===== config.mk =====
export PLATFORM = sky130hd
export DESIGN_NAME = gpio_port
export DESIGN_NICKNAME = d
export VERILOG_FILES = /design/src/rtl/gpio_port_pkg.sv /design/src/rtl/gpio_port_sync.sv /design/src/rtl/gpio_port_regs.sv /design/src/rtl/gpio_port_pin.sv /design/src/rtl/gpio_port.sv
export SDC_FILE = /design/constraint.sdc
export NUM_CORES = 1
export LEC_CHECK = 0
export CORE_MARGIN = 2
export CORE_UTILIZATION = 40
export CTS_BUF_LIST = sky130_fd_sc_hd__clkbuf_8
export DETAILED_ROUTE_END_ITERATION = 8
export SKIP_LAST_GASP = 1
export SLEW_MARGIN = 20
export SYNTH_ARGS = -nofsm -noshare
export SYNTH_HDL_FRONTEND = slang
export SYNTH_SLANG_ARGS = --single-unit

===== constraint.sdc =====
create_clock -name clk_i -period 3 [get_ports clk_i]
set_clock_uncertainty 0.05 [all_clocks]
set_input_delay 0.6 -clock clk_i [delete_from_list [all_inputs] [get_ports clk_i]]
set_output_delay 0.6 -clock clk_i [all_outputs]
set_load 0.02 [all_outputs]

===== src/rtl/gpio_port_pkg.sv =====
`timescale 1ns/1ps
package gpio_port_pkg;

   typedef enum logic [1:0] {
      PM_OUT   = 2'd0,
      PM_IN    = 2'd1,
      PM_LEVEL = 2'd2,
      PM_EDGE  = 2'd3
   } pin_mode_e;

   localparam int unsigned ADDR_W = 3;

   localparam logic [ADDR_W-1:0] A_DATA   = 3'd0;
   localparam logic [ADDR_W-1:0] A_DIR    = 3'd1;
   localparam logic [ADDR_W-1:0] A_SEL_LO = 3'd2;
   localparam logic [ADDR_W-1:0] A_SEL_HI = 3'd3;
   localparam logic [ADDR_W-1:0] A_CLR    = 3'd4;

   // Both select bits set -> interrupt mode; direction picks edge or level.
   function automatic pin_mode_e decode_mode(input logic dir,
                                             input logic sel_lo,
                                             input logic sel_hi);
      if (sel_lo && sel_hi) return dir ? PM_EDGE : PM_LEVEL;
      return dir ? PM_IN : PM_OUT;
   endfunction

endpackage


===== src/rtl/gpio_port_sync.sv =====
`timescale 1ns/1ps
module gpio_port_sync #(
   parameter int unsigned WIDTH  = 8,
   parameter int unsigned STAGES = 2
) (
   input  logic             clk_i,
   input  logic             rst_ni,
   input  logic [WIDTH-1:0] d_i,
   output logic [WIDTH-1:0] q_o,
   output logic [WIDTH-1:0] q_prev_o
);

   logic [WIDTH-1:0] chain_q [STAGES];
   logic [WIDTH-1:0] prev_q;

   for (genvar s = 0; s < STAGES; s++) begin : g_stage
      if (s == 0) begin : g_first
         always_ff @(posedge clk_i or negedge rst_ni) begin
            if (!rst_ni) chain_q[s] <= '0;
            else         chain_q[s] <= d_i;
         end
      end else begin : g_next
         always_ff @(posedge clk_i or negedge rst_ni) begin
            if (!rst_ni) chain_q[s] <= '0;
            else         chain_q[s] <= chain_q[s-1];
         end
      end
   end

   // One more flop holds last cycle's sample for edge comparison.
   always_ff @(posedge clk_i or negedge rst_ni) begin
      if (!rst_ni) prev_q <= '0;
      else         prev_q <= chain_q[STAGES-1];
   end

   assign q_o      = chain_q[STAGES-1];
   assign q_prev_o = prev_q;

endmodule


===== src/rtl/gpio_port_regs.sv =====
`timescale 1ns/1ps
module gpio_port_regs
   import gpio_port_pkg::*;
#(
   parameter int unsigned WIDTH = 8
) (
   input  logic              clk_i,
   input  logic              rst_ni,
   input  logic              wr_i,
   input  logic [ADDR_W-1:0] addr_i,
   input  logic [WIDTH-1:0]  wdata_i,
   input  logic [WIDTH-1:0]  smp_i,
   input  logic [WIDTH-1:0]  pend_i,
   output logic [WIDTH-1:0]  dir_o,
   output logic [WIDTH-1:0]  sel_lo_o,
   output logic [WIDTH-1:0]  sel_hi_o,
   output logic [WIDTH-1:0]  dat_o,
   output logic [WIDTH-1:0]  clr_o,
   output logic [WIDTH-1:0]  rdata_o
);

   logic [WIDTH-1:0] dir_q, sel_lo_q, sel_hi_q, dat_q;

   always_ff @(posedge clk_i or negedge rst_ni) begin
      if (!rst_ni) begin
         dir_q    <= '1;
         sel_lo_q <= '0;
         sel_hi_q <= '0;
         dat_q    <= '0;
      end else if (wr_i) begin
         case (addr_i)
            A_DATA:   dat_q    <= wdata_i;
            A_DIR:    dir_q    <= wdata_i;
            A_SEL_LO: sel_lo_q <= wdata_i;
            A_SEL_HI: sel_hi_q <= wdata_i;
            default:  ;
         endcase
      end
   end

   // Clear pulse lasts only for the write cycle.
   assign clr_o = (wr_i && addr_i == A_CLR) ? wdata_i : '0;

   always_comb begin
      case (addr_i)
         A_DATA:   rdata_o = smp_i;
         A_DIR:    rdata_o = dir_q;
         A_SEL_LO: rdata_o = sel_lo_q;
         A_SEL_HI: rdata_o = sel_hi_q;
         A_CLR:    rdata_o = pend_i;
         default:  rdata_o = '0;
      endcase
   end

   assign dir_o    = dir_q;
   assign sel_lo_o = sel_lo_q;
   assign sel_hi_o = sel_hi_q;
   assign dat_o    = dat_q;

endmodule


===== src/rtl/gpio_port_pin.sv =====
`timescale 1ns/1ps
module gpio_port_pin
   import gpio_port_pkg::*;
(
   input  logic clk_i,
   input  logic rst_ni,
   input  logic dir_i,
   input  logic sel_lo_i,
   input  logic sel_hi_i,
   input  logic dat_i,
   input  logic smp_i,
   input  logic smp_prev_i,
   input  logic clr_i,
   output logic oe_o,
   output logic out_o,
   output logic pend_o,
   output logic lvl_o
);

   pin_mode_e mode;
   logic      rise, fall, hit, pend_q;

   assign mode = decode_mode(dir_i, sel_lo_i, sel_hi_i);
   assign rise = smp_i & ~smp_prev_i;
   assign fall = ~smp_i & smp_prev_i;
   assign hit  = (mode == PM_EDGE) && (dat_i ? rise : fall);

   // A new edge takes priority over a clear in the same cycle.
   always_ff @(posedge clk_i or negedge rst_ni) begin
      if (!rst_ni)    pend_q <= 1'b0;
      else if (hit)   pend_q <= 1'b1;
      else if (clr_i) pend_q <= 1'b0;
   end

   assign oe_o   = (mode == PM_OUT);
   assign out_o  = dat_i & oe_o;
   assign lvl_o  = (mode == PM_LEVEL) && (smp_i == dat_i);
   assign pend_o = pend_q;

   a_r9_edge_wins: assert property (@(posedge clk_i) disable iff (!rst_ni)
      hit |=> pend_q);

   a_r7_clear_drops: assert property (@(posedge clk_i) disable iff (!rst_ni)
      (clr_i && !hit) |=> !pend_q);

   a_r7_flag_holds: assert property (@(posedge clk_i) disable iff (!rst_ni)
      (pend_q && !clr_i) |=> pend_q);

   a_r4_no_set_outside_edge: assert property (@(posedge clk_i) disable iff (!rst_ni)
      (!pend_q && mode != PM_EDGE) |=> !pend_q);

endmodule


===== src/rtl/gpio_port.sv =====
`timescale 1ns/1ps
module gpio_port
   import gpio_port_pkg::*;
#(
   parameter int unsigned WIDTH       = 8,
   parameter int unsigned SYNC_STAGES = 2
) (
   input  logic              clk_i,
   input  logic              rst_ni,
   input  logic              bus_wr_i,
   input  logic [2:0]        bus_addr_i,
   input  logic [WIDTH-1:0]  bus_wdata_i,
   output logic [WIDTH-1:0]  bus_rdata_o,
   input  logic [WIDTH-1:0]  pin_i,
   output logic [WIDTH-1:0]  pin_oe_o,
   output logic [WIDTH-1:0]  pin_out_o,
   output logic              irq_o
);

   if (WIDTH < 1 || WIDTH > 32) begin : g_bad_width
      $error("gpio_port: WIDTH must be 1..32");
   end
   if (SYNC_STAGES < 2 || SYNC_STAGES > 4) begin : g_bad_sync
      $error("gpio_port: SYNC_STAGES must be 2..4");
   end

   logic [WIDTH-1:0] smp, smp_prev;
   logic [WIDTH-1:0] dir, sel_lo, sel_hi, dat, clr;
   logic [WIDTH-1:0] pend, lvl;

   gpio_port_sync #(.WIDTH(WIDTH), .STAGES(SYNC_STAGES)) u_sync (
      .clk_i    (clk_i),
      .rst_ni   (rst_ni),
      .d_i      (pin_i),
      .q_o      (smp),
      .q_prev_o (smp_prev)
   );

   gpio_port_regs #(.WIDTH(WIDTH)) u_regs (
      .clk_i    (clk_i),
      .rst_ni   (rst_ni),
      .wr_i     (bus_wr_i),
      .addr_i   (bus_addr_i),
      .wdata_i  (bus_wdata_i),
      .smp_i    (smp),
      .pend_i   (pend),
      .dir_o    (dir),
      .sel_lo_o (sel_lo),
      .sel_hi_o (sel_hi),
      .dat_o    (dat),
      .clr_o    (clr),
      .rdata_o  (bus_rdata_o)
   );

   for (genvar i = 0; i < WIDTH; i++) begin : g_pin
      gpio_port_pin u_pin (
         .clk_i      (clk_i),
         .rst_ni     (rst_ni),
         .dir_i      (dir[i]),
         .sel_lo_i   (sel_lo[i]),
         .sel_hi_i   (sel_hi[i]),
         .dat_i      (dat[i]),
         .smp_i      (smp[i]),
         .smp_prev_i (smp_prev[i]),
         .clr_i      (clr[i]),
         .oe_o       (pin_oe_o[i]),
         .out_o      (pin_out_o[i]),
         .pend_o     (pend[i]),
         .lvl_o      (lvl[i])
      );
   end

   assign irq_o = (|pend) | (|lvl);

   a_r1_reset_inputs: assert property (@(posedge clk_i)
      $rose(rst_ni) |-> (pin_oe_o == '0 && !irq_o));

   a_r10_irq_any_pending: assert property (@(posedge clk_i) disable iff (!rst_ni)
      (|pend) |-> irq_o);

endmodule


# Word-level counts from Yosys, hierarchy flattened
# Cells that the tools add are included.
[word_totals]
reg_bits = 64
output_inout_bits = 25
elab_cells = 198
[classes]
n_eq_ne = 28
mux = 66
n_bitwise = 41
n_reduce_logical = 48
[ops]
columns = ["op", "count"]
rows = [
  ["$mux W1", 48],
  ["$pmux W8 S5", 1],
  ["$eq A2 B2 Y1 const B", 16],
  ["$mux W2", 16],
  ["$logic_and A1 B1 Y1", 25],
  ["$and A1 B1 Y1", 24],
  ["$logic_not A2 Y1", 8],
  ["$not A1 Y1", 16],
  ["$reduce_bool A2 Y1", 8],
  ["$reduce_or A8 Y1", 2],
  ["$eq A1 B1 Y1", 8],
  ["$mux W8", 1],
  ["$reduce_and A2 Y1", 4],
  ["$eq A3 B2 Y1 const B", 2],
  ["$eq A3 B1 Y1 const B", 1],
  ["$eq A3 B3 Y1 const B", 1],
  ["$logic_not A3 Y1", 1],
  ["$or A1 B1 Y1", 1],
]

# Longest topological paths before layout
# Gate-level depths: netlist of the first run.
[depth]
word_depth = 7
depth_mapped = 5
depth_no_buf = 4

# Modules after synthesis
# From an unflattened synthesis of the first run, not the netlist that was laid out.
[unflattened]
cells_unflattened = 248
hier_area_um2 = 2991.6
[by_module_without_submodules]
columns = ["module", "n_inst", "cells_per_inst", "area_each_um2"]
rows = [
  ["gpio_port_regs", 1, 123, 1639.1],
  ["gpio_port_pin", 8, 11, 82.6],
  ["gpio_port_sync", 1, 32, 660.6],
  ["gpio_port", 1, 5, 31.3],
]

# Least setup slack after synthesis of the first run
# Ideal clock, no wire load.
[synth_path]
path_type = "input to output"
startpoint = "input bus_addr_i[1]"
endpoint = "output bus_rdata_o[6]"
arrival_ns = 1.707
t_required_ns = 2.350
path_slack_ns = 0.643
path_stages = 4
n_path_buf = 3
path_cell_list = "buf_6 -> buf_4 -> buf_4 -> o32ai_1"
[synth_via]
elab_chain_len = 2
elab_cells_between_ends = 6
cone_classes = "4 x eq/ne; 1 x mux; 1 x reduce/logical"
[synth_rtl]
columns = ["element", "line", "rtl"]
rows = [
  ["start: declaration", "gpio_port.sv:11", "input logic [2:0] bus_addr_i,"],
  ["$eq A3 B3 Y1 (tied with other cells)", "gpio_port_regs.sv:45", "case (addr_i)"],
  ["$pmux W8 S5 *", "gpio_port_regs.sv:45", ""],
  ["end: declaration", "gpio_port.sv:13", "output logic [WIDTH-1:0] bus_rdata_o,"],
]
# Every way passes the cells marked *; elsewhere a longest branch is shown, timed or not.

# Worst setup path in the final report of the first run
[layout_path]
startpoint = "input bus_addr_i[1]"
endpoint = "output bus_rdata_o[2]"
# The elaborated chain is that of the path after synthesis.

==> metrics.yaml, run 1 <==
status:
  outcome: "finished, final reports clean"
critical_path:
  r2r_start: "u_sync.q_o[6]"
  reg2regPathDepth: 4
  max_stage_delay_ns: 0.53
  cp_cell_sequence: "clkdlybuf4s50_1 -> buf_4 -> mux2i_1 -> o22a_1 -> o22ai_1 -> dlygate4sd2_1"
  critPathSlowestCell: "clkdlybuf4s50_1"
  cp_max_fo: 12
  regToRegEndpoint: "g_pin[6].u_pin.pend_o"
  crit_family: "buffers and inverters"
  r2r_setup_slack_ns: 2.03
  cp-start-kind: "primary input"
  crit_path_end_kind: "primary output"
  path_class: "primary input to primary output"
  timing.critical_path.buf_inv: 3
  crit_required_ns: 2.35
  startpoint: "bus_addr_i[1]"
  crit_arrival_ns: 2.20
placement:
  io_buffers: 46
  hpwl_um: 4720
  place_area_um2: 3630
  gp_congestion: 0.793
power_and_ir_drop:
  pwr-share-seq_pct: 45.5
  total_power_mw: 2.73
  p_comb_share_pct: 25.1
  p_int_mw: 1.89
  pwr-share-clk_pct: 29.5
  p_leak_nw: 1.61
  p_per_area_nw_per_um2: 708
  switchingPower_mw: 0.838
  switching_share_pct: 30.7
  irDropWorstVdd_v: 0.000259
die:
  ios: 47
  core_area_um2: 7330
  start_util_pct: 41.8
  die_x_um: 91.5
  rows: 31
  dieArea_um2: 8380
  die_height_um: 91.5
sta:
  setup_violations: 0
  slew-limit-headroom_pct: 46.0
  max_freq_mhz: 351
  min_period_ns: 2.85
  hold_viol_final: 0
  maxSlewViolCount: 0
  tightest_slew_ns: 0.809
  holdWs_ns: 0.299
  period_share_pct: 95.0
  rsz0062_at_grt: "false"
  fin_setup_tns_ns: 0
layout:
  layout-drive-gt1-share_pct: 25.9
  syn_to_final_growth_pct: 25.7
  final_cell_area_um2: 3850
  post-route-util_pct: 52.6
  final_cell_mix: "dfrtp_1 (56), clkdlybuf4s50_1 (36), nand2_1 (33)"
  num_antenna_cells: 0
  final_nets: 345
  final_common_cell: "dfrtp_1"
synth:
  synth_cells: 268
  synth_compound_area_share_pct: 9.22
  synth_top_area_share_pct: 45.7
  yosys-top-cells-area: "dfrtp_1 (46%), mux2_2 (12%), dfstp_2 (6.9%), mux2i_1 (4.6%), buf_4 (4.4%)"
  synth-seq-cells: 64
  ys_seq_area_share_pct: 52.6
  synth_top_cell_by_area: "dfrtp_1"
  syn_nets: 290
  synth_top_family_by_area: "multiplexers"
  synth_mux_area_share_pct: 17.1
  synth.avg_cell_area_um2: 11.4
  netlist_area_um2: 3070
  synth_xor_area_share_pct: 2.00
  yosysWarnings: 0
  synthArstFlopShare_pct: 100
  synth_edf_count: 0
  yosys.area_share.simple_pct: 13.3
  synth.distinct_cells: 32
  ys.flop_type: "dfrtp_1"
  yosys.area_share.adder_pct: 0
grt:
  antenna_found_initial: 0
  grt_pass1_wl_um: 11000
  grt_use_total_pct: 17.3
  grt_pass1_vias: 2190
  use_met3_pct: 5.56
  grt_start_max_net_pins: 65
  met2_usage_pct: 25.4
  gr-total-overflow: 0
  use_met1_pct: 23.8
  busiest_layer: "met2"
clock_network:
  cts_tree: "done"
  cts_setup_buffers: 0
  path_clk_slew_ns: 0.07
  clock_latency_ns: 0.34
  htreeDepth: 3
  clkSinkCount: 64
  clockBufferDepth: 2
  root_buffer: "clkbuf_8"
  numCtsBuffers: 9
min_path:
  hold_class: "flip-flop to flip-flop"
  holdPathStages: 0
  hold_end: "u_sync.q_o[5]"
  worstHoldStart: "u_sync.chain_q[13]"
routing:
  wl_per_cell_um: 15.5
  drc: 0
  drtPass1Iterations: 4
  vias: 2177
  vias_per_cell: 5.10
  routed_wl_um: 6640
  ant_nets: 0
  drt_iter0_markers: 83
flow_run:
  cap_violations: 0
stage by stage:
stage,worst slack (ns),cells
2_1_floorplan,0.643,268
3_3_place_gp,-0.0898,411
3_5_place_dp,-0.131,411
4_1_cts,0.0331,427
5_1_grt,0.0552,427
6_report,0.150,427
layout make-up:
class                   count  area, µm²
clock buffers               9        124
flip-flops and latches     64       1610
multi-input cells         179       1280
clock inverters             7       96.3
repair buffers             68        613
well taps                  99        124
fillers                   659       3480
inverters                   1       3.75
state kept, by name, summed over array words and instances, names as in the netlist:
name                count
g_pin.u_pin.pend_o      8
u_regs.dat_o            8
u_sync.q_prev_o         8
u_sync.chain_q          8
u_sync.q_o              8
u_regs.sel_lo_o         8
u_regs.dir_o            8
u_regs.sel_hi_o         8
cell usage after synthesis (2+ instances only):
cell type	number
nand3_1	10
nor4_1	2
xor2_1	6
and2_1	8
dfrtp_1	56
buf_4	18
mux2i_1	14
o2bb2ai_1	8
a21oi_1	16
o22a_1	7
o22ai_1	7
nor3_1	8
mux2_2	32
buf_6	2
dfstp_2	8
nand2_1	33
buf_2	3
nor2_1	16
layer usage:
metal	share of wire (%)	routed length (µm)
met1	48	3200
met2	46	3040
met3	4.5	296
met4	1.4	93
met5	0	0
worst max path at each step:
stage	end	depth (start not counted)	slack, ns
after floorplan	bus_rdata_o[6]	4	0.64
after global placement	bus_rdata_o[2]	6	-0.09
after detailed placement	bus_rdata_o[2]	6	-0.13
after CTS	irq_o	5	0.03
after global routing	bus_rdata_o[2]	6	0.06
final	bus_rdata_o[2]	6	0.15
logic make-up (layout without fill, tap and decap cells):
family	count (synthesis)	in the layout
and+or+nand+nor	84	84
DFF	64	64
muxes	47	47
AOI/OAI and AO/OA	41	41
buffers and inverters	25	85
xor gates and xnor gates	7	7
what timing repair did:
action | in CTS | in global routing
pin swaps | 0 | 1
setup endpoints to repair | 9 | 1
hold buffers | 0 | 0
resized for setup | 9 | 1
power by group through the flow:
stage | Combinational [mW] | Clock [mW] | Sequential [mW]
3_5_place_dp | 0.700 | 0 | 1.25
5_1_grt | 0.747 | 0.877 | 1.27
6_report | 0.684 | 0.804 | 1.24
2_1_floorplan | 0.518 | 0 | 1.19
3_3_place_gp | 0.689 | 0 | 1.25
4_1_cts | 0.693 | 0.829 | 1.24
Power figures use the tool's default switching activity.
==> run 2: changes to the inputs <==
--- a/config.mk
+++ b/config.mk
@@ -9,6 +9,7 @@
 export CORE_UTILIZATION = 40
 export CTS_BUF_LIST = sky130_fd_sc_hd__clkbuf_8
 export DETAILED_ROUTE_END_ITERATION = 8
+export PLACE_DENSITY_LB_ADDON = 0.05
 export SKIP_LAST_GASP = 1
 export SLEW_MARGIN = 20
 export SYNTH_ARGS = -nofsm -noshare
==> run 2 against run 1 <==
Effect of this change:
- sequential share of layout area increased by 0.14 points
- worst hold slack lost 0.051 ns
- final cell count fell by 1.9%
- non-clock buffer count decreased by 8
- die area unchanged
- design area down 0.32%
- utilization fell by 0.17 points
- power rose by 1.7%
- via count is 1.3% lower
- sequential power hardly changed
- register-to-register slack improved by 0.03 ns
==> metrics.yaml, run 2 (same netlist as run 1, synthesis figures left out) <==
die:
  ios: 47  # unchanged
  core_area_um2: 7330  # unchanged
  die_x_um: 91.5  # unchanged
  start_util_pct: 41.8  # unchanged
  dieArea_um2: 8380  # unchanged
  rows: 31  # unchanged
  die_height_um: 91.5  # unchanged
critical_path:
  crit_family: "buffers and inverters"
  critPathSlowestCell: "clkdlybuf4s50_1"
  regToRegEndpoint: "g_pin[5].u_pin.pend_o"
  reg2regPathDepth: 4  # unchanged
  cp_max_fo: 8  # -4
  max_stage_delay_ns: 0.65  # +0.12 ns
  r2r_start: "u_regs.dat_o[5]"
  r2r_setup_slack_ns: 2.06  # +0.03 ns
  cp-start-kind: "primary input"
  cp_cell_sequence: "clkdlybuf4s50_1 -> buf_4 -> nand2_1 -> o32ai_1 -> clkdlybuf4s50_1"
  crit_top_cell: "clkdlybuf4s50_1"
  timing.critical_path.buf_inv: 3  # unchanged
  crit_arrival_ns: 2.27  # +0.07 ns
  crit_required_ns: 2.35  # about the same
  crit_path_end_kind: "primary output"
  path_class: "primary input to primary output"
grt:
  grt_use_total_pct: 17.9  # +0.60 points
  antenna_found_initial: 0  # unchanged
  grt_pass1_wl_um: 11300  # +2.1%
  gr-total-overflow: 0  # unchanged
  grt_start_max_net_pins: 36  # -45%
  grt_pass1_vias: 2116  # -3.4%
clock_network:
  root_buffer: "clkbuf_8"
  path_clk_slew_ns: 0.07  # about the same
  clockBufferDepth: 2  # unchanged
  htreeDepth: 3  # unchanged
  clkSinkCount: 64  # unchanged
  cts_setup_buffers: 0  # unchanged
  clock_latency_ns: 0.35  # about the same
  cts-hold-fix-buffers: 0  # unchanged
  numCtsBuffers: 9  # unchanged
  cts_tree: "done"
power_and_ir_drop:
  pwr-share-seq_pct: 45.1  # -0.4 points
  switching_share_pct: 31.5  # +0.78 points
  pwr-share-clk_pct: 30.3  # +0.8 points
  p_leak_nw: 1.60  # -0.92%
  p_per_area_nw_per_um2: 723  # +2.1%
  switchingPower_mw: 0.874  # +4.3%
  p_comb_share_pct: 24.6  # -0.5 points
  p_int_mw: 1.90  # +0.59%
  irDropWorstVdd_v: 0.000342  # +32%
layout:
  layout-drive-gt1-share_pct: 24.4  # -1.5 points
  fin_cells: 419  # -1.9%
  final_nets: 337  # -2.3%
  num_antenna_cells: 0  # unchanged
  final_common_cell: "dfrtp_1"
  final_cell_mix: "dfrtp_1 (56), clkdlybuf4s50_1 (37), nand2_1 (33)"
  syn_to_final_growth_pct: 25.3
placement:
  preCtsSetupSlack_ns: -0.134  # -0.00339 ns
  io_buffers: 46  # unchanged
  dp.cells: 403  # -1.9%
  hpwl_um: 4740  # +0.48%
  gp_congestion: 0.843  # +6.4%
sta:
  max_freq_mhz: 343  # -2.3%
  slew-limit-headroom_pct: 52.8  # +6.7 points
  setup_violations: 0  # unchanged
  hold_viol_final: 0  # unchanged
  maxSlewViolCount: 0  # unchanged
  period_share_pct: 97.3  # +2.3 points
  setup_slack_ns: 0.0822  # -0.0676 ns
  tightest_slew_ns: 0.708  # -0.101 ns
  min_period_ns: 2.92  # +0.0676 ns
  rsz0062_at_grt: "false"
routing:
  vias_per_cell: 5.13  # +0.55%
  vias: 2148  # -1.3%
  wl_per_cell_um: 16.4  # +5.6%
  drtPass1Iterations: 4  # unchanged
  routed_wl_um: 6880  # +3.6%
  ant_nets: 0  # unchanged
  drt_iter0_markers: 101  # +22%
  drc: 0  # unchanged
min_path:
  hold_class: "primary input to async pin"
status:
  outcome: "finished, final reports clean"
flow_run:
  cap_violations: 0  # unchanged
==> run 2: cell count changes in the layout (fill, tap and decap cells not counted), sizes merged <==
| cell | before | now |
|---|---|---|
| buf | 23 | 15 |
| dlymetal6s2s | 1 | 0 |
| clkdlybuf4s50 | 36 | 37 |
| clkinvlp | 3 | 1 |
| clkinv | 2 | 1 |
| inv | 1 | 4 |
==> run 2: power groups by stage <==
stage	clock network, mW	registers [mW]	logic (mW)
floorplan	0	1.19	0.518
global placement	0	1.25	0.685
detailed placement	0	1.26	0.695
CTS	0.866	1.24	0.687
global route	0.906	1.29	0.750
finish	0.842	1.25	0.682
==> run 2: worst max path at each step <==
stage	slack, ns	depth (start not counted)	end	start
after floorplan	0.64	4	bus_rdata_o[6]	bus_addr_i[1]
after global placement	-0.13	6	bus_rdata_o[3]	bus_addr_i[1]
after detailed placement	-0.13	6	bus_rdata_o[2]	bus_addr_i[1]
after CTS	0.07	5	irq_o	g_pin[2].u_pin.pend_o
after global routing	0.03	5	bus_rdata_o[6]	bus_addr_i[2]
final	0.08	5	bus_rdata_o[6]	bus_addr_i[2]
==> run 2: routing by layer <==
layer  vias up  routed length [µm]  GRT usage, %
met1      1039                3280          24.9
met2        55                3140          26.7
met3        14                 293          3.82
li1       1040                   -             -
met4         0                 171          8.33
met5         -                   0             0
==> run 2: final cells by class <==
type / count / area, µm²
Fill cell: 670 / 3490
Sequential cell: 64 / 1610
Multi-Input combinational cell: 179 / 1290
Timing Repair Buffer: 60 / 588
Clock buffer: 9 / 124
Tap cell: 99 / 124
Clock inverter: 7 / 103
Inverter: 1 / 3.75
==> run 2: per-stage QoR <==
stage | instance area [µm²] | util (%) | TNS [ns] | total power, mW | hold slack (ns)
after detailed placement | 3610 | 49.3 | -0.830 | 1.95 | 0.285
final | 3840 | 52.4 | 0 | 2.78 | 0.248
after CTS | 3830 | 52.2 | 0 | 2.80 | 0.259
after global placement | 3610 | 49.3 | -0.832 | 1.94 | 0.282
after floorplan | 3070 | - | 0 | 1.71 | 0.254
after global routing | 3840 | 52.4 | 0 | 2.95 | 0.300
==> run 2: what timing repair did <==
action                     in CTS  in global routing
hold endpoints to repair        0                  0
gates cloned                    0                  0
resized for setup               8                  2
setup endpoints to repair       8                  1
==> run 3: changes to the inputs <==
==> constraint.sdc (replaced) <==
create_clock -name clk_i -period 2.55 [get_ports clk_i]
set_clock_uncertainty 0.05 [all_clocks]
set_input_delay 0.51 -clock clk_i [delete_from_list [all_inputs] [get_ports clk_i]]
set_output_delay 0.51 -clock clk_i [all_outputs]
set_load 0.02 [all_outputs]
==> run 3 against run 2 <==
Effect of this change:
- final cell count is 1.9% higher
- flip-flop and latch count stayed put
- worst hold slack worse by 0.13 ns
- power is 12% higher
- combinational power is 22% higher
- clock power is 2.9% lower
- largest power group unchanged
==> metrics.yaml, run 3 (same netlist as run 1, synthesis figures left out) <==
critical_path:
  r2r_setup_slack_ns: 1.60  # -0.46 ns
  cp-start-kind: "primary input"
  crit_path_end_kind: "primary output"
  path_class: "primary input to primary output"
  cp_max_fo: 3  # -5
  crit_required_ns: 1.99  # -0.36 ns
  crit_arrival_ns: 1.92  # -0.35 ns
die:
  dieArea_um2: 8380  # unchanged
  die_height_um: 91.5  # unchanged
  core_area_um2: 7330  # unchanged
  die_x_um: 91.5  # unchanged
  rows: 31  # unchanged
  start_util_pct: 41.8  # unchanged
  ios: 47  # unchanged
layout:
  final_common_cell: "dfrtp_1"
  ff_latch_area_um2: 1610  # unchanged
  syn_to_final_growth_pct: 25.2  # about the same
  num_antenna_cells: 0  # unchanged
  layout-drive-gt1-share_pct: 28.4  # +4.0 points
  final_nets: 346  # +2.7%
  final_cell_area_um2: 3840  # about the same
  multi_input_area_um2: 1290  # +0.20%
  fillers: 686  # +2.4%
  final_cell_mix: "dfrtp_1 (56), clkdlybuf4s50_1 (34), nand2_1 (33)"
routing:
  vias_per_cell: 5.05  # -1.6%
  drtPass1Iterations: 4  # unchanged
  vias: 2155  # +0.33%
  wl_per_cell_um: 15.7  # -4.4%
  ant_nets: 0  # unchanged
  routed_wl_um: 6700  # -2.6%
  drc: 0  # unchanged
  drt_iter0_markers: 83  # -18%
sta:
  min_period_ns: 2.48
  slew-limit-headroom_pct: 76.7  # +24 points
  period_share_pct: 97.2
  holdWs_ns: 0.121  # -0.126 ns
  fin_setup_tns_ns: 0  # unchanged
  tightest_slew_ns: 0.350  # -0.358 ns
  setup_violations: 0  # unchanged
  maxSlewViolCount: 0  # unchanged
  max_freq_mhz: 404
  hold_viol_final: 0  # unchanged
  rsz0062_at_grt: "true"
placement:
  gp_congestion: 0.826  # -2.0%
  hpwl_um: 4760  # +0.43%
  io_buffers: 46  # unchanged
  place_area_um2: 3670  # +1.5%
clock_network:
  clockBufferDepth: 2  # unchanged
  cts-hold-fix-buffers: 0  # unchanged
  clkSinkCount: 64  # unchanged
  path_clk_slew_ns: 0.07  # about the same
  cts_tree: "done"
  htreeDepth: 3  # unchanged
  clock_latency_ns: 0.33  # -0.02 ns
  numCtsBuffers: 9  # unchanged
  root_buffer: "clkbuf_8"
status:
  outcome: "finished, final reports clean"
min_path:
  hold_class: "primary input to async pin"
power_and_ir_drop:
  irDropWorstVdd_v: 0.000357  # +4.2%
  p_leak_nw: 1.63  # +2.1%
  pwr-share-clk_pct: 26.3  # -4.0 points
  p_int_mw: 2.16  # +13%
  switching_share_pct: 30.6  # -0.88 points
  pwr-share-seq_pct: 47.0  # +1.9 points
  p_per_area_nw_per_um2: 810  # +12%
  switchingPower_mw: 0.952  # +8.9%
  p_comb_share_pct: 26.7  # +2.1 points
grt:
  use_met3_pct: 5.06  # +1.2 points
  antenna_found_initial: 0  # unchanged
  gr-total-overflow: 0  # unchanged
  grt_pass1_vias: 2184  # +3.2%
  grt_start_max_net_pins: 65  # +81%
  busiest_layer: "met2"
  met2_usage_pct: 27.8  # +1.2 points
  grt_pass1_wl_um: 11300  # +0.25%
  use_met1_pct: 24.1  # -0.82 points
  grt_use_total_pct: 17.9  # -0.039 points
flow_run:
  cap_violations: 0  # unchanged
[run 3: cell count changes in the layout (fill, tap and decap cells not counted), sizes merged]
cell	before	now
inv	4	2
dlygate4sd2	8	2
clkdlybuf4s50	37	34
clkbuf	9	15
dlymetal6s2s	0	1
clkdlybuf4s15	0	2
bufinv	2	1
clkinv	1	3
clkinvlp	1	0
buf	15	25
[run 3: cell type report]
cell class	count	area share, %
clock inverters	5	1.27
inverters	1	0.0978
multi-input cells	179	33.6
repair buffers	69	16.3
well taps	99	3.23
clock buffers	10	3.59
flip-flops and latches	64	42.0
[run 3: metal layers]
| metal | vias up | share of wire, % |
|---|---|---|
| li1 | 1056 | - |
| met1 | 1032 | 46 |
| met2 | 60 | 47 |
| met3 | 7 | 5.5 |
| met4 | 0 | 1.3 |
| met5 | - | 0 |
[run 3: final timing paths]
check,end,start,cells past startpoint
min in group clk_i,u_sync.q_o[6],u_sync.chain_q[14],0
worst max-delay path,bus_rdata_o[6],bus_addr_i[1],6
worst min-delay path,u_sync.q_o[5],rst_ni,2
max in group asynchronous,u_regs.dir_o[2],rst_ni,2
worst min register to register,u_sync.q_o[6],u_sync.chain_q[14],0
worst max register to register,g_pin[2].u_pin.pend_o,u_sync.q_o[2],3
[run 3: per-stage QoR]
| stage | power (mW) | utilization (%) | cells | setup WS [ns] |
|---|---|---|---|---|
| 3_5_place_dp | 2.32 | 50.0 | 412 | -0.407 |
| 3_3_place_gp | 2.31 | 50.0 | 412 | -0.392 |
| 6_report | 3.11 | 52.4 | 427 | 0.0722 |
| 2_1_floorplan | 2.01 | - | 268 | 0.373 |
| 4_1_cts | 3.16 | 52.7 | 427 | -0.0168 |
| 5_1_grt | 3.32 | 52.4 | 427 | -0.000208 |
[run 3: worst max-delay path: stages]
cell and delay (ns):
dlygate4sd2_1 0.32, buf_4 0.15, mux4_2 0.48, inv_1 0.06
o32ai_1 0.07, dlygate4sd2_1 0.32
[run 3: power by group through the flow]
stage | sequential (mW) | clock, mW | combinational, mW
6_report | 1.46 | 0.818 | 0.831
5_1_grt | 1.50 | 0.909 | 0.913
4_1_cts | 1.46 | 0.850 | 0.848
3_5_place_dp | 1.47 | 0 | 0.852
3_3_place_gp | 1.47 | 0 | 0.842
2_1_floorplan | 1.40 | 0 | 0.610
[run 3: what timing repair did]
action | in CTS | in global routing
resized for setup | 18 | 13
buffers inserted | 0 | 0
pin swaps | 3 | 2
endpoints found under the setup margin | 9 | 9
